File: src/rtl/clk_mode_pkg.sv
package clk_mode_pkg;

  localparam int unsigned DIV_W = 4;

  typedef enum logic [2:0] {
    MODE_HIZ      = 3'b000,
    MODE_TEST     = 3'b001,
    MODE_N66_100  = 3'b100,
    MODE_N100_100 = 3'b101,
    MODE_N133_133 = 3'b110,
    MODE_N133_100 = 3'b111
  } mode_e;

  typedef struct packed {
    logic [DIV_W-1:0] cpu;
    logic [DIV_W-1:0] sdr;
    logic [DIV_W-1:0] g66;
    logic [DIV_W-1:0] pci;
    logic [DIV_W-1:0] g48;
    logic [DIV_W-1:0] rfc;
  } div_set_t;

  // normal ratios: 400 MHz main osc, 96 MHz osc for 48 group, crystal for ref
  localparam logic [DIV_W-1:0] DV_66  = DIV_W'(6);
  localparam logic [DIV_W-1:0] DV_100 = DIV_W'(4);
  localparam logic [DIV_W-1:0] DV_133 = DIV_W'(3);
  localparam logic [DIV_W-1:0] DV_33  = DIV_W'(12);
  localparam logic [DIV_W-1:0] DV_48  = DIV_W'(2);
  localparam logic [DIV_W-1:0] DV_REF = DIV_W'(1);

  // test ratios against the overdriven test clock
  localparam logic [DIV_W-1:0] TV_CPU = DIV_W'(4);
  localparam logic [DIV_W-1:0] TV_66  = DIV_W'(6);
  localparam logic [DIV_W-1:0] TV_33  = DIV_W'(12);
  localparam logic [DIV_W-1:0] TV_48  = DIV_W'(2);
  localparam logic [DIV_W-1:0] TV_REF = DIV_W'(1);

endpackage

File: src/rtl/cms_sync.sv
module cms_sync #(
  parameter int unsigned W      = 1,
  parameter int unsigned STAGES = 2
) (
  input  logic         clk_i,
  input  logic         rst_ni,
  input  logic [W-1:0] d_i,
  output logic [W-1:0] q_o
);

  logic [W-1:0] st [STAGES];

  for (genvar g = 0; g < STAGES; g++) begin : g_stage
    if (g == 0) begin : g_first
      always_ff @(posedge clk_i or negedge rst_ni) begin
        if (!rst_ni) st[g] <= '0;
        else         st[g] <= d_i;
      end
    end else begin : g_next
      always_ff @(posedge clk_i or negedge rst_ni) begin
        if (!rst_ni) st[g] <= '0;
        else         st[g] <= st[g-1];
      end
    end
  end

  assign q_o = st[STAGES-1];

endmodule

File: src/rtl/cms_por_timer.sv
module cms_por_timer #(
  parameter int unsigned WIN_CYC = 500000
) (
  input  logic clk_i,
  input  logic rst_ni,
  output logic win_done_o
);

  localparam int unsigned CW = (WIN_CYC < 2) ? 1 : $clog2(WIN_CYC);
  localparam logic [CW-1:0] LAST = CW'(WIN_CYC - 1);

  logic [CW-1:0] cnt_q;
  logic          done_q;

  always_ff @(posedge clk_i or negedge rst_ni) begin
    if (!rst_ni) begin
      cnt_q  <= '0;
      done_q <= 1'b0;
    end else if (!done_q) begin
      if (cnt_q == LAST) done_q <= 1'b1;
      else               cnt_q  <= cnt_q + 1'b1;
    end
  end

  assign win_done_o = done_q;

endmodule

File: src/rtl/cms_strap_latch.sv
module cms_strap_latch (
  input  logic       clk_i,
  input  logic       rst_ni,
  input  logic       win_done_i,
  input  logic [1:0] strap_s_i,
  output logic [1:0] fsel_q_o
);

  // straps track the pins until the window closes, then freeze
  always_ff @(posedge clk_i or negedge rst_ni) begin
    if (!rst_ni)          fsel_q_o <= 2'b00;
    else if (!win_done_i) fsel_q_o <= strap_s_i;
  end

endmodule

File: src/rtl/cms_role_ctrl.sv
module cms_role_ctrl (
  input  logic clk_i,
  input  logic rst_ni,
  input  logic win_done_i,
  input  logic ctl_s_i,
  input  logic cfg_pd_i,
  output logic pd_role_o
);

  logic set_pd;

  assign set_pd = (win_done_i & ctl_s_i) | cfg_pd_i;

  // sticky until power-on reset
  always_ff @(posedge clk_i or negedge rst_ni) begin
    if (!rst_ni)     pd_role_o <= 1'b0;
    else if (set_pd) pd_role_o <= 1'b1;
  end

endmodule

File: src/rtl/cms_mode_dec.sv
module cms_mode_dec
  import clk_mode_pkg::*;
(
  input  logic       win_done_i,
  input  logic       pd_role_i,
  input  logic       ctl_s_i,
  input  logic [1:0] fsel_q_i,
  output mode_e      mode_o,
  output div_set_t   div_o,
  output logic       test_src_o,
  output logic       hiz_o,
  output logic       ref_oe_o,
  output logic       pd_req_o
);

  logic tri_n;

  assign tri_n = pd_role_i | ctl_s_i;

  always_comb begin
    if (!tri_n) mode_o = fsel_q_i[0] ? MODE_TEST : MODE_HIZ;
    else        mode_o = mode_e'({1'b1, fsel_q_i});
  end

  always_comb begin
    div_o = '0;
    unique case (mode_o)
      MODE_TEST: begin
        div_o.cpu = TV_CPU; div_o.sdr = TV_CPU; div_o.g66 = TV_66;
        div_o.pci = TV_33;  div_o.g48 = TV_48;  div_o.rfc = TV_REF;
      end
      MODE_N66_100, MODE_N100_100, MODE_N133_133, MODE_N133_100: begin
        div_o.g66 = DV_66; div_o.pci = DV_33; div_o.g48 = DV_48; div_o.rfc = DV_REF;
        unique case (fsel_q_i)
          2'b00:   begin div_o.cpu = DV_66;  div_o.sdr = DV_100; end
          2'b01:   begin div_o.cpu = DV_100; div_o.sdr = DV_100; end
          2'b10:   begin div_o.cpu = DV_133; div_o.sdr = DV_133; end
          default: begin div_o.cpu = DV_133; div_o.sdr = DV_100; end
        endcase
      end
      default: div_o = '0;
    endcase
  end

  assign test_src_o = (mode_o == MODE_TEST);
  assign hiz_o      = (mode_o == MODE_HIZ);
  assign ref_oe_o   = win_done_i & (mode_o != MODE_HIZ);
  assign pd_req_o   = pd_role_i & ~ctl_s_i;

endmodule

File: src/rtl/clk_mode_sel.sv
module clk_mode_sel
  import clk_mode_pkg::*;
#(
  parameter int unsigned WIN_CYC     = 500000,
  parameter int unsigned SYNC_STAGES = 2
) (
  input  logic             clk_i,
  input  logic             rst_ni,
  input  logic             fsel0_i,
  input  logic             fsel1_strap_i,
  input  logic             ctl_pin_i,
  input  logic             cfg_pd_role_i,
  output logic [2:0]       mode_o,
  output logic [DIV_W-1:0] cpu_div_o,
  output logic [DIV_W-1:0] sdram_div_o,
  output logic [DIV_W-1:0] g66_div_o,
  output logic [DIV_W-1:0] pci_div_o,
  output logic [DIV_W-1:0] g48_div_o,
  output logic [DIV_W-1:0] ref_div_o,
  output logic             test_src_o,
  output logic             hiz_o,
  output logic             ref_oe_o,
  output logic             pd_role_o,
  output logic             pd_req_o
);

  localparam int unsigned NSYNC = 3;

  logic [NSYNC-1:0] pins_s;
  logic             ctl_s;
  logic [1:0]       strap_s;
  logic             win_done;
  logic [1:0]       fsel_q;
  logic             pd_role;
  mode_e            mode;
  div_set_t         divs;

  cms_sync #(.W(NSYNC), .STAGES(SYNC_STAGES)) u_sync (
    .clk_i  (clk_i),
    .rst_ni (rst_ni),
    .d_i    ({fsel1_strap_i, fsel0_i, ctl_pin_i}),
    .q_o    (pins_s)
  );

  assign ctl_s   = pins_s[0];
  assign strap_s = pins_s[2:1];

  cms_por_timer #(.WIN_CYC(WIN_CYC)) u_timer (
    .clk_i      (clk_i),
    .rst_ni     (rst_ni),
    .win_done_o (win_done)
  );

  cms_strap_latch u_strap (
    .clk_i      (clk_i),
    .rst_ni     (rst_ni),
    .win_done_i (win_done),
    .strap_s_i  (strap_s),
    .fsel_q_o   (fsel_q)
  );

  cms_role_ctrl u_role (
    .clk_i      (clk_i),
    .rst_ni     (rst_ni),
    .win_done_i (win_done),
    .ctl_s_i    (ctl_s),
    .cfg_pd_i   (cfg_pd_role_i),
    .pd_role_o  (pd_role)
  );

  cms_mode_dec u_dec (
    .win_done_i (win_done),
    .pd_role_i  (pd_role),
    .ctl_s_i    (ctl_s),
    .fsel_q_i   (fsel_q),
    .mode_o     (mode),
    .div_o      (divs),
    .test_src_o (test_src_o),
    .hiz_o      (hiz_o),
    .ref_oe_o   (ref_oe_o),
    .pd_req_o   (pd_req_o)
  );

  assign mode_o      = mode;
  assign cpu_div_o   = divs.cpu;
  assign sdram_div_o = divs.sdr;
  assign g66_div_o   = divs.g66;
  assign pci_div_o   = divs.pci;
  assign g48_div_o   = divs.g48;
  assign ref_div_o   = divs.rfc;
  assign pd_role_o   = pd_role;

endmodule

File: config.mk
export PLATFORM = sky130hd
export DESIGN_NAME = clk_mode_sel
export DESIGN_NICKNAME = d
export VERILOG_FILES = /design/src/rtl/clk_mode_pkg.sv /design/src/rtl/cms_sync.sv /design/src/rtl/cms_por_timer.sv /design/src/rtl/cms_strap_latch.sv /design/src/rtl/cms_role_ctrl.sv /design/src/rtl/cms_mode_dec.sv /design/src/rtl/clk_mode_sel.sv
export SDC_FILE = /design/constraint.sdc
export NUM_CORES = 1
export LEC_CHECK = 0
export BUFFER_PORTS_ARGS = -buffer_cell sky130_fd_sc_hd__buf_2
export CORE_UTILIZATION = 35
export DETAILED_ROUTE_END_ITERATION = 16
export PLACE_DENSITY = 0.63
export SYNTH_ARGS = -nofsm -noshare
export SYNTH_HDL_FRONTEND = slang
export SYNTH_SLANG_ARGS = --single-unit
File: constraint.sdc
create_clock -name clk_i -period 2 [get_ports clk_i]
set_input_delay 0 -clock clk_i [delete_from_list [all_inputs] [get_ports clk_i]]
set_output_delay 0 -clock clk_i [all_outputs]
set_load 0.05 [all_outputs]
==> out/results.tsv <==
metric	value	unit
status	complete, no violations	
core-area	4060	µm²
skew	0.00504	ns
fmax	0.555	GHz
combPwrFrac	10.3	%
clkPwrFrac	39.7	%
cts_buffer_depth	2	
post-place-cells	202	
placed_area	1600	µm²
clkTransAtPathRegs	0.06	ns
p_leak	0.795	nW
io_buffers	25	
die_y	67.4	µm
ios	38	
cts_buffers	5	
switching_share	26.1	%
hold_path_class	in2async	
die_w	67.4	µm
start_util	36.9	%
critical_path.endpoint_type	flip-flop	
cp_data_required_time	2.15	ns
numClockSinks	29	
switchingPower	0.000313	W
r2r_cells	4	
dr_total_vias	1035	
cts_max_level	2	
synth_warnings	0	
finalHoldViolCount	0	
grt_pass1_wl	4.28	mm
final_cell_area	1740	µm²
seqPwrFrac	50.0	%
cp-start-kind	flip-flop	
hpwlAfterDp	1.85	mm
initialDrtViolationCount	37	
cts_tree	built	
synth.distinct_cells	38	
fill_cells	377	
total_power	0.00120	W
slew_viol_final	0	
crit_arrival	1.96	ns
cts_root_buf	clkbuf_8	
num_rows	23	
grt_max_degree	30	
cap_violations	0	
cellPowerDensity	692	nW/µm²
async_reset_ff_share	100	%
tns	0	ns
synth_seq_cells	29	
fin_hold_ws	0.271	ns
area_delta_synth_final	16.0	%
drt_pass1_iterations	4	
antenna_left	0	
drc_errors	0	
ir_drop	0.284	mV
min_period_over_period	90.2	%
path_class	reg2reg	
antennaDiodeCount	0	
antenna_found_initial	0	
cp_max_fo	6	
slew_headroom	58.5	%
wl_per_cell	12.4	µm
viasPerCell	4.84	
p_int	0.000888	W
synth_cells	136	
report.final.setup_viol	0	
tightest_slew	0.623	ns
synthFlopType	dfrtp_1	
wirelength	2.66	mm
critPathLaunch	u_timer.cnt_q[10]	
final_cells	214	
worstSkewPairLatency	0.28	ns
drive_above_1_share	29.3	%
synth_edf_count	0	
regToRegSetupSlack	0.20	ns
design.die.area	4540	µm²
yosysSeqAreaShare	48.5	%
cp-endpoint	u_timer.cnt_q[1]	
nNetsFinal	171	
avgSynthCellArea	11.0	µm²
grt_overflow	0	
gp_congestion	0.777	
layout_min_cycle_time	1.80	ns
rsz0062_at_grt	no	
first_global_vias	961	
regToRegEndpoint	u_timer.cnt_q[1]	
grt_use_total	13.2	%
synth_area	1500	µm²
timing.rr.start	u_timer.cnt_q[10]	
[logic make-up after synthesis]
kind of cell | Yosys count | synth area share [%]
simple gates | 49 | 21.0
flops | 29 | 48.5
buf+inv | 26 | 12.0
xor+xnor | 14 | 8.19
compound gates | 13 | 6.94
mux | 3 | 2.26
fa+ha+maj | 1 | 0.836
other cells | 1 | 0.251
[Yosys cell counts (2+ instances only)]
cell       n  area share [%]
dfrtp_1   29              48
nor3_1     2            0.67
and3_1     2            0.84
a21oi_1    3             1.0
a211oi_2   3             2.5
inv_1      4             1.0
o21ai_0    2            0.67
buf_4     20              10
nor2b_1    3             1.3
xnor2_1    5             2.9
nand3_1    5             1.7
or3_1      2            0.84
and4_1     3             1.8
nor2_1     8             2.0
and2_1     3             1.3
nand4_1    3             1.3
mux2_2     2             1.5
xor2_1     9             5.3
nor4_2     2             1.7
nand2_1    8             2.0
[worst max-delay path, cell delays in order, from the launching register on]
cell     delay (ns)
dfrtp_1        0.43
nor4b_1        0.34
and4_1         0.45
a21oi_2        0.14
mux2_1         0.33
[power groups by stage]
stage / registers [W] / clock network, W / logic, W
after global placement: 0.000611 / 0 / 0.000116
final: 0.000601 / 0.000476 / 0.000124
after global routing: 0.000601 / 0.000524 / 0.000132
after detailed placement: 0.000611 / 0 / 0.000117
after CTS: 0.000601 / 0.000489 / 0.000125
after floorplan: 0.000610 / 0 / 0.000112
[cell type report]
class / instances / area [µm²] / share of cell area, %
well taps: 50 / 62.6 / 3.60
flip-flops and latches: 29 / 726 / 41.8
multi-input cells: 92 / 652 / 37.6
clock buffers: 7 / 86.3 / 4.97
repair buffers: 32 / 190 / 11.0
inverters: 4 / 18.8 / 1.08
[through the flow]
| stage | setup WS [ns] | utilization, % |
|---|---|---|
| 3_3_place_gp | 0.313 | 39.4 |
| 3_5_place_dp | 0.280 | 39.4 |
| 2_1_floorplan | 0.0144 | - |
| 5_1_grt | 0.122 | 42.8 |
| 6_report | 0.197 | 42.8 |
| 4_1_cts | 0.185 | 42.8 |
[worst min-delay path by stage]
| stage | from | end | cells after the start |
|---|---|---|---|
| after global routing | rst_ni | u_timer.cnt_q[9] | 2 |
| final | rst_ni | u_timer.cnt_q[12] | 2 |
| after global placement | rst_ni | u_timer.cnt_q[12] | 1 |
| after CTS | rst_ni | u_timer.cnt_q[9] | 2 |
| after detailed placement | rst_ni | u_timer.cnt_q[12] | 1 |
| after floorplan | rst_ni | u_role.pd_role_o | 0 |
[sequential cells by signal (all words and copies together), names as in the netlist]
| name | count |
|---|---|
| u_timer.cnt_q | 19 |
| u_strap.fsel_q_o | 2 |
| u_sync.st | 3 |
| u_timer.win_done_o | 1 |
| u_role.pd_role_o | 1 |
| u_sync.q_o | 3 |
[routing by layer]
| metal | GRT usage (%) | routed length, µm | vias to the layer above |
|---|---|---|---|
| met4 | 7.45 | 66 | 0 |
| li1 | - | - | 496 |
| met5 | 0 | 0 | - |
| met2 | 21.5 | 1340 | 24 |
| met1 | 14.3 | 1150 | 506 |
| met3 | 5.74 | 105 | 9 |
[layout by cell type, fill, tap and decap left out, types with 2 or more instances in the layout]
| master | netlist | layout |
|---|---|---|
| nor2_4 | 0 | 2 |
| buf_2 | 0 | 25 |
| and3_1 | 2 | 2 |
| xor2_1 | 9 | 9 |
| clkbuf_8 | 0 | 6 |
| buf_4 | 20 | 2 |
| nor3_2 | 1 | 2 |
| a21oi_1 | 3 | 3 |
| mux2_2 | 2 | 2 |
| dlygate4sd3_1 | 0 | 5 |
| and2_1 | 3 | 3 |
| dfrtp_1 | 29 | 29 |
| nor2_1 | 8 | 6 |
| xnor2_1 | 5 | 5 |
| nand4_1 | 3 | 3 |
| and4_1 | 3 | 3 |
| a211oi_2 | 3 | 3 |
| inv_1 | 4 | 3 |
| conb_1 | 1 | 12 |
| nor4_2 | 2 | 2 |
| o21ai_0 | 2 | 2 |
| nand3_1 | 5 | 5 |
| or3_1 | 2 | 2 |
| nor2b_1 | 3 | 3 |
| nand2_1 | 8 | 8 |
[repair_timing]
item / 4_1_cts / 5_1_grt
gates resized for setup: 0 / 0
endpoints found under the setup margin: 0 / 0
buffers inserted: 0 / 0
hold buffers: 5 / 0
endpoints found under the hold margin: 33 / 0
No activity file was read; power rests on OpenSTA's default activity.
